$ cat config.mk
export PLATFORM = sky130hd
export DESIGN_NAME = rtx_fifo
export DESIGN_NICKNAME = d
export VERILOG_FILES = /design/src/rtl/rtx_pkg.sv /design/src/rtl/rtx_lockout.sv /design/src/rtl/rtx_wr_ctrl.sv /design/src/rtl/rtx_rd_ctrl.sv /design/src/rtl/rtx_mem.sv /design/src/rtl/rtx_fifo.sv
export SDC_FILE = /design/constraint.sdc
export NUM_CORES = 1
export LEC_CHECK = 0
export ABC_AREA = 1
export ABC_CLOCK_PERIOD_IN_PS = 3200
export BUFFER_PORTS_ARGS = -buffer_cell sky130_fd_sc_hd__clkbuf_2
export CAP_MARGIN = 20
export CORE_AREA = 2 2 171 173
export CTS_CLUSTER_DIAMETER = 50
export DETAILED_ROUTE_END_ITERATION = 7
export DIE_AREA = 0 0 173 175
export GPL_TIMING_DRIVEN = 0
export HOLD_SLACK_MARGIN = 0.02
export SKIP_LAST_GASP = 1
export SYNTH_ARGS = -nofsm -noshare
export SYNTH_HDL_FRONTEND = slang
export SYNTH_SLANG_ARGS = --single-unit
$ cat constraint.sdc
create_clock -name clk -period 3.2 [get_ports clk]
set_input_delay 0.16 -clock clk [delete_from_list [all_inputs] [get_ports clk]]
set_output_delay 0.16 -clock clk [all_outputs]
set_load 0.02 [all_outputs]
$ cat src/rtl/rtx_pkg.sv
// Package: shared types for the replayable FIFO.
// Assumes: nothing beyond a single clock domain.
package rtx_pkg;

    // Lockout sequencer states: idle, rewind held low, recovery countdown.
    typedef enum logic [1:0] {
        LK_IDLE    = 2'd0,
        LK_HOLD    = 2'd1,
        LK_RECOVER = 2'd2
    } lk_state_t;

endpackage

$ cat src/rtl/rtx_lockout.sv
// Module: rtx_lockout
// Produces the rewind strobe and the enable lockout.
// lock is high at every edge where rtx_n is low, and at the RECOVER edges
// after the last low edge.
// Assumes: rtx_n is synchronous to clk and RECOVER >= 1.
module rtx_lockout
    import rtx_pkg::*;
#(
    parameter int RECOVER = 3
) (
    input  logic clk,
    input  logic rst_n,
    input  logic rtx_n,
    output logic rewind,
    output logic lock
);
    localparam int CW = (RECOVER < 2) ? 1 : $clog2(RECOVER + 1);

    lk_state_t     state;
    logic [CW-1:0] cnt;

    // Rewind strobe: follows the sampled input directly.
    assign rewind = !rtx_n;

    // Lockout: active while low, or while the sequencer is busy.
    assign lock = !rtx_n || (state != LK_IDLE);

    // Sequencer: tracks the low pulse, then counts down the recovery window.
    always_ff @(posedge clk) begin
        if (!rst_n) begin
            state <= LK_IDLE;
            cnt   <= '0;
        end else begin
            case (state)
                LK_IDLE: begin
                    if (!rtx_n) state <= LK_HOLD;
                end
                LK_HOLD: begin
                    if (rtx_n) begin
                        if (RECOVER <= 1) begin
                            state <= LK_IDLE;
                        end else begin
                            state <= LK_RECOVER;
                            cnt   <= CW'(RECOVER - 1);
                        end
                    end
                end
                LK_RECOVER: begin
                    if (!rtx_n) begin
                        state <= LK_HOLD;
                    end else begin
                        cnt <= cnt - CW'(1);
                        if (cnt == CW'(1)) state <= LK_IDLE;
                    end
                end
                default: state <= LK_IDLE;
            endcase
        end
    end

    // A low sample always leaves the sequencer busy at the next edge.
    assert_lock_after_low_R7: assert property (@(posedge clk) disable iff (!rst_n)
        !rtx_n |=> (state != LK_IDLE));

    // The countdown never sits at zero while recovering.
    assert_recover_count_R7: assert property (@(posedge clk) disable iff (!rst_n)
        (state == LK_RECOVER) |-> (cnt != '0));

endmodule

$ cat src/rtl/rtx_wr_ctrl.sv
// Module: rtx_wr_ctrl
// Write pointer and full flag.
// The pointer counts up from zero and stops at DEPTH; it never wraps, so
// each location holds the word written there since reset.
// Assumes: lock comes from rtx_lockout.
module rtx_wr_ctrl #(
    parameter int DEPTH = 16,
    parameter int PW    = 5
) (
    input  logic          clk,
    input  logic          rst_n,
    input  logic          wr_en,
    input  logic          lock,
    output logic          wr_go,
    output logic [PW-1:0] wptr,
    output logic          full
);
    // Full: storage written to its last location.
    assign full  = (wptr == PW'(DEPTH));

    // Accept: request, room left, not locked out.
    assign wr_go = wr_en && !full && !lock;

    // Pointer: advance on every accepted write.
    always_ff @(posedge clk) begin
        if (!rst_n)     wptr <= '0;
        else if (wr_go) wptr <= wptr + PW'(1);
    end

    // No write moves the pointer once full.
    assert_no_overflow_R3: assert property (@(posedge clk) disable iff (!rst_n)
        full |=> $stable(wptr));

    // Pointer never passes the physical end.
    assert_wptr_bound_R3: assert property (@(posedge clk) disable iff (!rst_n)
        wptr <= PW'(DEPTH));

    // Locked edges leave the write side untouched.
    assert_lock_blocks_write_R7: assert property (@(posedge clk) disable iff (!rst_n)
        lock |=> $stable(wptr));

endmodule

$ cat src/rtl/rtx_rd_ctrl.sv
// Module: rtx_rd_ctrl
// Read pointer and empty flag.
// A rewind returns the pointer to zero; reads advance it up to the write
// pointer.
// Assumes: rewind implies lock, so a rewind and a read never share an edge.
module rtx_rd_ctrl #(
    parameter int PW = 5
) (
    input  logic          clk,
    input  logic          rst_n,
    input  logic          rd_en,
    input  logic          lock,
    input  logic          rewind,
    input  logic [PW-1:0] wptr,
    output logic          rd_go,
    output logic [PW-1:0] rptr,
    output logic          empty
);
    // Empty: read side has caught up with the write side.
    assign empty = (rptr == wptr);

    // Accept: request, data available, not locked out.
    assign rd_go = rd_en && !empty && !lock;

    // Pointer: rewind to zero, else advance on an accepted read.
    always_ff @(posedge clk) begin
        if (!rst_n)      rptr <= '0;
        else if (rewind) rptr <= '0;
        else if (rd_go)  rptr <= rptr + PW'(1);
    end

    // A rewind lands on the first physical location.
    assert_rewind_zero_R6: assert property (@(posedge clk) disable iff (!rst_n)
        rewind |=> (rptr == '0));

    // The read side never overtakes the write side.
    assert_no_underflow_R5: assert property (@(posedge clk) disable iff (!rst_n)
        rptr <= wptr);

    // An empty FIFO holds its read pointer unless rewound.
    assert_empty_hold_R4: assert property (@(posedge clk) disable iff (!rst_n)
        (empty && !rewind) |=> $stable(rptr));

endmodule

$ cat src/rtl/rtx_mem.sv
// Module: rtx_mem
// Word storage with a registered read port.
// The storage array is not reset; only the output register is.
// Assumes: the read and write addresses differ whenever both are active.
module rtx_mem #(
    parameter int DW    = 16,
    parameter int DEPTH = 16,
    parameter int AW    = 4
) (
    input  logic          clk,
    input  logic          rst_n,
    input  logic          we,
    input  logic [AW-1:0] waddr,
    input  logic [DW-1:0] wdata,
    input  logic          re,
    input  logic [AW-1:0] raddr,
    output logic [DW-1:0] rdata
);
    logic [DW-1:0] store [DEPTH];

    // Storage: write the accepted word.
    always_ff @(posedge clk) begin
        if (we) store[waddr] <= wdata;
    end

    // Output register: load on an accepted read, hold otherwise.
    always_ff @(posedge clk) begin
        if (!rst_n)  rdata <= '0;
        else if (re) rdata <= store[raddr];
    end

    // Output changes only through an accepted read.
    assert_rdata_hold_R4: assert property (@(posedge clk) disable iff (!rst_n)
        !re |=> $stable(rdata));

endmodule

$ cat src/rtl/rtx_fifo.sv
// Module: rtx_fifo (top)
// Replayable FIFO. Reads do not discard data; rtx_n low rewinds the read
// pointer to location zero. Enables are locked out during the pulse and
// for RECOVER edges after it.
// Assumes: single clock, synchronous active-low reset, RECOVER >= 1.
module rtx_fifo #(
    parameter int DW      = 16,
    parameter int DEPTH   = 16,
    parameter int RECOVER = 3
) (
    input  logic          clk,
    input  logic          rst_n,
    input  logic          wr_en,
    input  logic [DW-1:0] wr_data,
    input  logic          rd_en,
    output logic [DW-1:0] rd_data,
    input  logic          rtx_n,
    output logic          empty,
    output logic          full
);
    localparam int AW = (DEPTH < 2) ? 1 : $clog2(DEPTH);
    localparam int PW = $clog2(DEPTH + 1);

    logic          rewind;
    logic          lock;
    logic          wr_go;
    logic          rd_go;
    logic [PW-1:0] wptr;
    logic [PW-1:0] rptr;

    rtx_lockout #(.RECOVER(RECOVER)) u_lock (
        .clk    (clk),
        .rst_n  (rst_n),
        .rtx_n  (rtx_n),
        .rewind (rewind),
        .lock   (lock)
    );

    rtx_wr_ctrl #(.DEPTH(DEPTH), .PW(PW)) u_wr (
        .clk   (clk),
        .rst_n (rst_n),
        .wr_en (wr_en),
        .lock  (lock),
        .wr_go (wr_go),
        .wptr  (wptr),
        .full  (full)
    );

    rtx_rd_ctrl #(.PW(PW)) u_rd (
        .clk    (clk),
        .rst_n  (rst_n),
        .rd_en  (rd_en),
        .lock   (lock),
        .rewind (rewind),
        .wptr   (wptr),
        .rd_go  (rd_go),
        .rptr   (rptr),
        .empty  (empty)
    );

    rtx_mem #(.DW(DW), .DEPTH(DEPTH), .AW(AW)) u_mem (
        .clk   (clk),
        .rst_n (rst_n),
        .we    (wr_go),
        .waddr (wptr[AW-1:0]),
        .wdata (wr_data),
        .re    (rd_go),
        .raddr (rptr[AW-1:0]),
        .rdata (rd_data)
    );

    // The flags are never both set with an empty storage.
    assert_flags_consistent_R5: assert property (@(posedge clk) disable iff (!rst_n)
        (full && empty) |-> (rptr == PW'(DEPTH)));

    // A rewind with stored data clears empty next cycle.
    assert_rewind_unempty_R6: assert property (@(posedge clk) disable iff (!rst_n)
        (!rtx_n && wptr != '0) |=> !empty);

endmodule

==> flow_results.xml, run 1 <==
<?xml version="1.0" encoding="UTF-8"?>
<metrics>
  <group name="outcome">
    <metric name="run_status" unit="">complete, no violations</metric>
  </group>
  <group name="timing">
    <metric name="slew_violations" unit="">0</metric>
    <metric name="hold_slack" unit="ps">79.5</metric>
    <metric name="grt_setup_unrepaired" unit="">false</metric>
    <metric name="setup_viol" unit="">0</metric>
    <metric name="finalClockSkew" unit="ps">22.8</metric>
    <metric name="max_freq" unit="MHz">367</metric>
    <metric name="finalCritPeriodShare" unit="%">85.2</metric>
    <metric name="report.final.hold_viol_count" unit="">0</metric>
    <metric name="timing.final.crit_period" unit="ps">2730</metric>
    <metric name="worst-slew-pin-transition" unit="ps">714</metric>
    <metric name="slew-limit-headroom" unit="%">52.3</metric>
    <metric name="fin_setup_tns" unit="ps">0</metric>
  </group>
  <group name="floorplan">
    <metric name="design.core.area" unit="mm2">0.0284</metric>
    <metric name="placement_rows" unit="">62</metric>
    <metric name="floorplan.initialDensity" unit="%">44.5</metric>
    <metric name="die_area" unit="mm2">0.0303</metric>
    <metric name="floorplan_die_height" unit="um">175</metric>
    <metric name="fp.dieW" unit="um">173</metric>
    <metric name="pin_count" unit="">39</metric>
  </group>
  <group name="finish">
    <metric name="num-fill-cells" unit="">2536</metric>
    <metric name="fin_nets" unit="">1440</metric>
    <metric name="area.sequential" unit="mm2">0.00829</metric>
    <metric name="area_growth_syn_to_layout" unit="%">16.8</metric>
    <metric name="final_layout_size_suffix_gt1_share" unit="%">12.4</metric>
    <metric name="final_cell_count_no_fill" unit="">1822</metric>
    <metric name="multi_input_area" unit="mm2">0.00306</metric>
    <metric name="antenna_cells_inserted" unit="">0</metric>
  </group>
  <group name="routing">
    <metric name="dr.first_iter.drc_count" unit="">772</metric>
    <metric name="routed_antenna_nets" unit="">0</metric>
    <metric name="dr_vias_cell" unit="">4.75</metric>
    <metric name="drt_drc_violations_left" unit="">0</metric>
    <metric name="first_pass_iters" unit="">7</metric>
    <metric name="total_routed_wirelength" unit="um">31700</metric>
    <metric name="wl_per_cell" unit="um">17.4</metric>
    <metric name="vias" unit="">8657</metric>
  </group>
  <group name="yosys">
    <metric name="postSynthCellCount" unit="">1321</metric>
    <metric name="synth_area_per_cell" unit="um2">9.57</metric>
    <metric name="synth-xor-area-share" unit="%">0.416</metric>
    <metric name="post-synth-top-area-cell" unit="">sky130_fd_sc_hd__edfxtp_1</metric>
    <metric name="seq_area_frac_synth" unit="%">65.6</metric>
    <metric name="yosys_register_bits" unit="">286</metric>
    <metric name="synth_compound_gate_area_share" unit="%">0.802</metric>
    <metric name="yosysUniqueCellTypes" unit="">27</metric>
    <metric name="ys_async_sr_fraction" unit="%">0</metric>
    <metric name="synthTopCellsByArea" unit="">sky130_fd_sc_hd__edfxtp_1 61%, sky130_fd_sc_hd__nand2_1 13%, sky130_fd_sc_hd__inv_1 8.0%, sky130_fd_sc_hd__nand3_1 6.8%, sky130_fd_sc_hd__dfxtp_1 4.8%</metric>
    <metric name="synthSimpleGateAreaFrac" unit="%">22.1</metric>
    <metric name="combinational_family_with_the_most_area_after_synthesis" unit="">simple AND/OR/NAND/NOR gates</metric>
    <metric name="synthAdderAreaFrac" unit="%">0.594</metric>
    <metric name="ys_dominant_reg_cell" unit="">sky130_fd_sc_hd__edfxtp_1</metric>
    <metric name="synth.mux.area_fraction" unit="%">0</metric>
    <metric name="leading_cell_type_by_number_of_instances_after_synthesis" unit="">sky130_fd_sc_hd__nand2_1</metric>
    <metric name="synth_edf_count" unit="">256</metric>
    <metric name="synth_nets" unit="">1348</metric>
    <metric name="yosys.area.top_type_share" unit="%">60.8</metric>
    <metric name="synth.yosys.warnings" unit="">0</metric>
    <metric name="synthesis.area" unit="mm2">0.0126</metric>
    <metric name="synth_top_cells_by_count" unit="">442 x sky130_fd_sc_hd__nand2_1, 270 x sky130_fd_sc_hd__inv_1, 256 x sky130_fd_sc_hd__edfxtp_1</metric>
  </group>
  <group name="critical_path">
    <metric name="worst_r2r_path_depth" unit="">8</metric>
    <metric name="critical_path.max_stage_delay" unit="ps">550</metric>
    <metric name="startpoint_type" unit="">flip-flop</metric>
    <metric name="criticalPathCategory" unit="">flip-flop to flip-flop</metric>
    <metric name="crit_path_cell_trace" unit="">inv_1 -&gt; ha_1 -&gt; nand3_1 -&gt; nand3_1 -&gt; inv_1 -&gt; nand2_1 -&gt; nor2_2 -&gt; buf_8</metric>
    <metric name="worst-endpoint-arrival" unit="ps">2940</metric>
    <metric name="reg2reg_slack" unit="ps">470</metric>
    <metric name="critical-path-slowest-cell" unit="">sky130_fd_sc_hd__nor2_2</metric>
    <metric name="crit_fanout" unit="">9</metric>
    <metric name="crit_required" unit="ps">3410</metric>
    <metric name="endpoint_kind" unit="">flip-flop</metric>
  </group>
  <group name="grt">
    <metric name="pin_count_of_the_biggest_net_entering_global_routing" unit="">17</metric>
    <metric name="grtUsageTotal" unit="%">21.3</metric>
    <metric name="grt_pass1_vias" unit="">8341</metric>
    <metric name="grt_pass1_wl" unit="um">48300</metric>
    <metric name="grt_overflow" unit="">0</metric>
    <metric name="initial_antenna_violation_count" unit="">0</metric>
  </group>
  <group name="pwr">
    <metric name="net_switching_fraction_of_the_power" unit="%">21.1</metric>
    <metric name="p_sw" unit="mW">1.73</metric>
    <metric name="design_power_total" unit="mW">8.21</metric>
    <metric name="cell_area_power_density" unit="mW/mm2">557</metric>
    <metric name="power_report.internal_total" unit="mW">6.48</metric>
    <metric name="total_leakage_power" unit="nW">6.60</metric>
    <metric name="sequential_share_of_power" unit="%">50.0</metric>
    <metric name="vdd.ir_drop.worst" unit="V">0.000335</metric>
    <metric name="power_frac_comb" unit="%">3.2</metric>
    <metric name="pwr-share-clk" unit="%">46.8</metric>
  </group>
  <group name="placed_design">
    <metric name="quantity_of_i_o_buffers_inserted_on_ports" unit="">38</metric>
    <metric name="gp_routability_congestion" unit="">0.814</metric>
    <metric name="dp.cells" unit="">1759</metric>
    <metric name="hpwlAfterDp" unit="um">21600</metric>
  </group>
  <group name="cts">
    <metric name="clkLatencyLatePin" unit="ps">520</metric>
    <metric name="path_clk_slew" unit="ps">60</metric>
    <metric name="tritoncts_clock_tree" unit="">yes</metric>
    <metric name="clock_tree.root_cell" unit="">sky130_fd_sc_hd__clkbuf_16</metric>
    <metric name="cts.htree.levels" unit="">2</metric>
    <metric name="cts_made_buffers" unit="">34</metric>
    <metric name="clock_sinks" unit="">286</metric>
    <metric name="ctsResizeCount" unit="">0</metric>
    <metric name="max-clock-path-buffers" unit="">3</metric>
  </group>
  <group name="hold_path">
    <metric name="min_delay_path_depth" unit="">4</metric>
    <metric name="hold_class" unit="">primary input to flip-flop</metric>
  </group>
  <group name="job">
    <metric name="cap_violations" unit="">0</metric>
  </group>
</metrics>
## what timing repair did
action / 4_1_cts / 5_1_grt
endpoints found under the hold margin: 4 / 0
hold buffers: 2 / 0
setup endpoints to repair: 0 / 0
buffers inserted: 0 / 0
## stage by stage
step / cell area [um2] / worst slack (ps) / utilization [%]
2_1_floorplan: 12600 / 913 / -
3_3_place_gp: 13300 / -110 / 46.9
3_5_place_dp: 13600 / 491 / 47.9
4_1_cts: 14800 / 469 / 52.0
5_1_grt: 14800 / 239 / 52.0
6_report: 14800 / 474 / 52.0
## critical path: cells and delay by family, from the launching register on
kind | cells | cell delay, ps
and+or+nand+nor | 4 | 1210
buffers and inverters | 3 | 580
adders and majority gates | 1 | 230
DFF | 1 | 420
## power groups by stage
stage / registers [mW] / clock network (mW) / logic (mW)
after floorplan: 4.19 / 0 / 0.120
after global placement: 4.18 / 0 / 0.251
after detailed placement: 4.18 / 0 / 0.264
after CTS: 4.11 / 3.89 / 0.267
after global routing: 4.11 / 4.04 / 0.295
final: 4.11 / 3.84 / 0.265
## cells by family after synthesis
kind of cell / Yosys count
AO/OA/AOI/OAI: 18
flip-flops: 286
buffers and inverters: 331
adder cells (fa/ha/maj): 6
AND/OR/NAND/NOR: 674
XOR/XNOR: 6
## placed cells by master, fill, tap and decap left out, types with 12 or more instances in the layout
| master | count |
|---|---|
| sky130_fd_sc_hd__dfxtp_1 | 30 |
| sky130_fd_sc_hd__buf_2 | 36 |
| sky130_fd_sc_hd__inv_1 | 270 |
| sky130_fd_sc_hd__clkbuf_2 | 38 |
| sky130_fd_sc_hd__nor2_2 | 17 |
| sky130_fd_sc_hd__buf_8 | 12 |
| sky130_fd_sc_hd__edfxtp_1 | 256 |
| sky130_fd_sc_hd__clkbuf_16 | 35 |
| sky130_fd_sc_hd__nand3_1 | 171 |
| sky130_fd_sc_hd__nor2_1 | 39 |
| sky130_fd_sc_hd__clkbuf_1 | 16 |
| sky130_fd_sc_hd__nand2_1 | 442 |
## cell type report
cell class,count,area share [%]
flip-flops and latches,286,56.2
multi-input cells,704,20.7
clock buffers,42,6.25
plain buffers,56,2.01
clock inverters,19,1.41
repair buffers,56,3.17
well taps,384,3.26
inverters,275,7.00
## final timing paths
kind	from	end
hold reg to reg	u_lock.cnt[0]	u_lock.cnt[0]
setup reg to reg	u_wr.wptr[0]	u_mem.store[12][4]
setup / recovery	u_wr.wptr[0]	u_mem.store[12][4]
hold / removal	rd_en	u_rd.rptr[0]
## state kept, by name (all words and copies together), names as in the netlist
| name | count |
|---|---|
| u_lock.cnt | 2 |
| u_lock.state | 2 |
| u_mem.rdata | 16 |
| u_mem.store | 256 |
| u_rd.rptr | 5 |
| u_wr.wptr | 5 |
## metal layers
metal,vias to the layer above,routed length (um),GRT usage (%),share of wire [%]
met5,-,0,0,0
met4,0,1080,8.47,3.4
met3,65,2120,3.26,6.7
met1,3986,14200,29.6,45
li1,4314,-,-,-
met2,292,14300,33.7,45
No activity file was read; power rests on OpenSTA's default activity.
==> run 2, diff against run 1 <==
--- a/config.mk
+++ b/config.mk
@@ -6,15 +6,15 @@
 export NUM_CORES = 1
 export LEC_CHECK = 0
 export ABC_AREA = 1
-export ABC_CLOCK_PERIOD_IN_PS = 3200
+export ABC_CLOCK_PERIOD_IN_PS = 3300
 export BUFFER_PORTS_ARGS = -buffer_cell sky130_fd_sc_hd__clkbuf_2
-export CAP_MARGIN = 20
 export CORE_AREA = 2 2 171 173
 export CTS_CLUSTER_DIAMETER = 50
 export DETAILED_ROUTE_END_ITERATION = 7
 export DIE_AREA = 0 0 173 175
 export GPL_TIMING_DRIVEN = 0
 export HOLD_SLACK_MARGIN = 0.02
+export PLACE_DENSITY = 0.57
 export SKIP_LAST_GASP = 1
 export SYNTH_ARGS = -nofsm -noshare
 export SYNTH_HDL_FRONTEND = slang
==> constraint.sdc (replaced) <==
create_clock -name clk -period 3.3 [get_ports clk]
set_input_delay 0.165 -clock clk [delete_from_list [all_inputs] [get_ports clk]]
set_output_delay 0.165 -clock clk [all_outputs]
set_load 0.02 [all_outputs]
==> flow_results.xml, run 2 (synthesis gave the netlist of run 1 again) <==
<?xml version="1.0" encoding="UTF-8"?>
<metrics>
  <group name="outcome">
    <metric name="run_status" unit="">complete, no violations</metric>
  </group>
  <group name="routing">
    <metric name="wl_per_cell" unit="um">17.6</metric>
    <metric name="dr.first_iter.drc_count" unit="">625</metric>
    <metric name="first_pass_iters" unit="">5</metric>
    <metric name="routed_antenna_nets" unit="">0</metric>
    <metric name="vias" unit="">8652</metric>
    <metric name="dr_vias_cell" unit="">4.76</metric>
    <metric name="total_routed_wirelength" unit="um">32000</metric>
    <metric name="drt_drc_violations_left" unit="">0</metric>
  </group>
  <group name="timing">
    <metric name="slew_violations" unit="">0</metric>
    <metric name="finalCritPeriodShare" unit="%">85.2</metric>
    <metric name="timing.final.crit_period" unit="ps">2810</metric>
    <metric name="report.final.hold_viol_count" unit="">0</metric>
    <metric name="fin_ws" unit="ps">487</metric>
    <metric name="worst-slew-pin-transition" unit="ps">967</metric>
    <metric name="setup_viol" unit="">0</metric>
    <metric name="max_freq" unit="MHz">355</metric>
    <metric name="slew-limit-headroom" unit="%">35.4</metric>
    <metric name="finalClockSkew" unit="ps">24.0</metric>
    <metric name="grt_setup_unrepaired" unit="">false</metric>
    <metric name="hold_slack" unit="ps">100</metric>
  </group>
  <group name="critical_path">
    <metric name="critical-path-slowest-cell" unit="">sky130_fd_sc_hd__nor2_2</metric>
    <metric name="critical_path.reg2reg.startpoint" unit="">u_wr.wptr[0]</metric>
    <metric name="criticalPathCategory" unit="">flip-flop to flip-flop</metric>
    <metric name="crit_required" unit="ps">3420</metric>
    <metric name="worst-endpoint-arrival" unit="ps">2940</metric>
    <metric name="critical_path.startpoint" unit="">u_wr.wptr[0]</metric>
    <metric name="startpoint_type" unit="">flip-flop</metric>
    <metric name="r2r-end" unit="">u_mem.store[6][0]</metric>
    <metric name="crit_path_cell_trace" unit="">inv_1 -&gt; ha_1 -&gt; nand3_1 -&gt; nand3_1 -&gt; inv_1 -&gt; nand2_1 -&gt; nor2_2</metric>
    <metric name="critical_path.max_stage_delay" unit="ps">800</metric>
    <metric name="critPathCapture" unit="">u_mem.store[6][0]</metric>
    <metric name="crit_fanout" unit="">16</metric>
    <metric name="endpoint_kind" unit="">flip-flop</metric>
    <metric name="reg2reg_slack" unit="ps">490</metric>
    <metric name="worst_r2r_path_depth" unit="">7</metric>
  </group>
  <group name="floorplan">
    <metric name="floorplan_die_height" unit="um">175</metric>
    <metric name="fp.dieW" unit="um">173</metric>
    <metric name="placement_rows" unit="">62</metric>
    <metric name="floorplan.initialDensity" unit="%">44.5</metric>
    <metric name="design.core.area" unit="mm2">0.0284</metric>
    <metric name="pin_count" unit="">39</metric>
    <metric name="die_area" unit="mm2">0.0303</metric>
  </group>
  <group name="cts">
    <metric name="clock_tree.root_cell" unit="">sky130_fd_sc_hd__clkbuf_16</metric>
    <metric name="cts.htree.levels" unit="">2</metric>
    <metric name="post-cts-setup-buffers" unit="">0</metric>
    <metric name="clkLatencyLatePin" unit="ps">510</metric>
    <metric name="clock_sinks" unit="">286</metric>
    <metric name="ctsResizeCount" unit="">0</metric>
    <metric name="path_clk_slew" unit="ps">60</metric>
    <metric name="max-clock-path-buffers" unit="">3</metric>
    <metric name="tritoncts_clock_tree" unit="">yes</metric>
    <metric name="cts_made_buffers" unit="">34</metric>
  </group>
  <group name="job">
    <metric name="cap_violations" unit="">0</metric>
  </group>
  <group name="finish">
    <metric name="utilization" unit="%">51.6</metric>
    <metric name="fin_nets" unit="">1438</metric>
    <metric name="area_growth_syn_to_layout" unit="%">15.9</metric>
    <metric name="multi_input_area" unit="mm2">0.00306</metric>
    <metric name="area.sequential" unit="mm2">0.00829</metric>
    <metric name="num-fill-cells" unit="">2610</metric>
    <metric name="largest_register_by_flop_count" unit="">u_mem.store</metric>
    <metric name="most-common-layout-cells" unit="">442 x sky130_fd_sc_hd__nand2_1, 270 x sky130_fd_sc_hd__inv_1, 256 x sky130_fd_sc_hd__edfxtp_1</metric>
    <metric name="final_layout_size_suffix_gt1_share" unit="%">12.0</metric>
    <metric name="final_common_cell" unit="">sky130_fd_sc_hd__nand2_1</metric>
    <metric name="stdcell_area" unit="mm2">0.0147</metric>
    <metric name="number_of_flip_flops_under_the_largest_register_name" unit="">256</metric>
    <metric name="reg_top3" unit="">u_mem.store x256, u_mem.rdata x16</metric>
    <metric name="antenna_cells_inserted" unit="">0</metric>
  </group>
  <group name="placed_design">
    <metric name="hpwlAfterDp" unit="um">21700</metric>
    <metric name="gp_routability_congestion" unit="">0.849</metric>
    <metric name="placed_cell_area" unit="mm2">0.0136</metric>
    <metric name="quantity_of_i_o_buffers_inserted_on_ports" unit="">38</metric>
    <metric name="dpl_worst_slack" unit="ps">481</metric>
  </group>
  <group name="pwr">
    <metric name="cell_area_power_density" unit="mW/mm2">531</metric>
    <metric name="total_leakage_power" unit="nW">6.54</metric>
    <metric name="design_power_total" unit="mW">7.78</metric>
    <metric name="vdd.ir_drop.worst" unit="V">0.000383</metric>
  </group>
  <group name="grt">
    <metric name="initial_antenna_violation_count" unit="">0</metric>
    <metric name="grt_pass1_vias" unit="">8418</metric>
    <metric name="pin_count_of_the_biggest_net_entering_global_routing" unit="">17</metric>
    <metric name="grt_pass1_wl" unit="um">48700</metric>
    <metric name="grtUsageTotal" unit="%">21.5</metric>
    <metric name="grt_overflow" unit="">0</metric>
  </group>
  <group name="hold_path">
    <metric name="hold_class" unit="">primary input to flip-flop</metric>
  </group>
</metrics>
-- run 2: changes by cell type in the layout (fill, tap and decap cells not counted) --
cell and delta:
sky130_fd_sc_hd__clkbuf_1 +3, sky130_fd_sc_hd__buf_8 -2, sky130_fd_sc_hd__bufinv_16 -2, sky130_fd_sc_hd__clkinv_2 -2
sky130_fd_sc_hd__clkinv_8 -2, sky130_fd_sc_hd__inv_6 +2, sky130_fd_sc_hd__clkbuf_8 +1, sky130_fd_sc_hd__clkinv_1 +1
sky130_fd_sc_hd__inv_4 -1, sky130_fd_sc_hd__inv_8 -1
-- run 2: per-stage QoR --
stage / TNS [ps] / instances
detailed placement: 0 / 1757
global route: 0 / 1819
floorplan: 0 / 1321
finish: 0 / 1819
CTS: 0 / 1819
global placement: -599 / 1743
-- run 2: worst min-delay path by stage --
| stage | cells after the start | endpoint | slack [ps] | from |
|---|---|---|---|---|
| floorplan | 1 | u_lock.state[0] | 240 | rtx_n |
| global placement | 2 | u_lock.state[0] | 380 | rtx_n |
| detailed placement | 2 | u_lock.state[0] | 390 | rtx_n |
| CTS | 4 | u_rd.rptr[4] | 90 | rd_en |
| global route | 4 | u_rd.rptr[0] | 100 | rd_en |
| finish | 4 | u_rd.rptr[4] | 100 | rd_en |
-- run 2: power by group --
part / switching, mW / leakage, nW / total (mW) / internal (mW)
combinational: 0.189 / 3.48 / 0.259 / 0.0704
sequential: 0.0117 / 2.55 / 3.98 / 3.97
clock: 1.44 / 0.518 / 3.54 / 2.10
-- run 2: final cells by class --
class / instances / area share, %
clock buffer: 46 / 6.46
timing repair buffer: 54 / 2.99
clock inverter: 14 / 0.743
sequential: 286 / 56.6
inverter: 275 / 7.04
buffer: 56 / 2.02
tap: 384 / 3.28
multi-input combinational: 704 / 20.9
-- run 2: what timing repair did --
action                     4_1_cts  5_1_grt
hold buffers                     2        0
setup endpoints to repair        0        0
hold endpoints to repair         4        0
-- run 2: per-layer routing --
layer | up-vias | part of all wire (%) | track usage [%]
li1 | 4320 | - | -
met1 | 4003 | 44 | 29.6
met2 | 262 | 45 | 34.7
met3 | 67 | 6.7 | 3.33
met4 | 0 | 3.5 | 8.09
met5 | - | 0 | 0
-- run 2: critical path, delay by kind of cell (launching register included) --
family | cells | cell delay [ps]
simple gates | 4 | 1410
flops | 1 | 440
buf+inv | 2 | 340
fa+ha+maj | 1 | 230
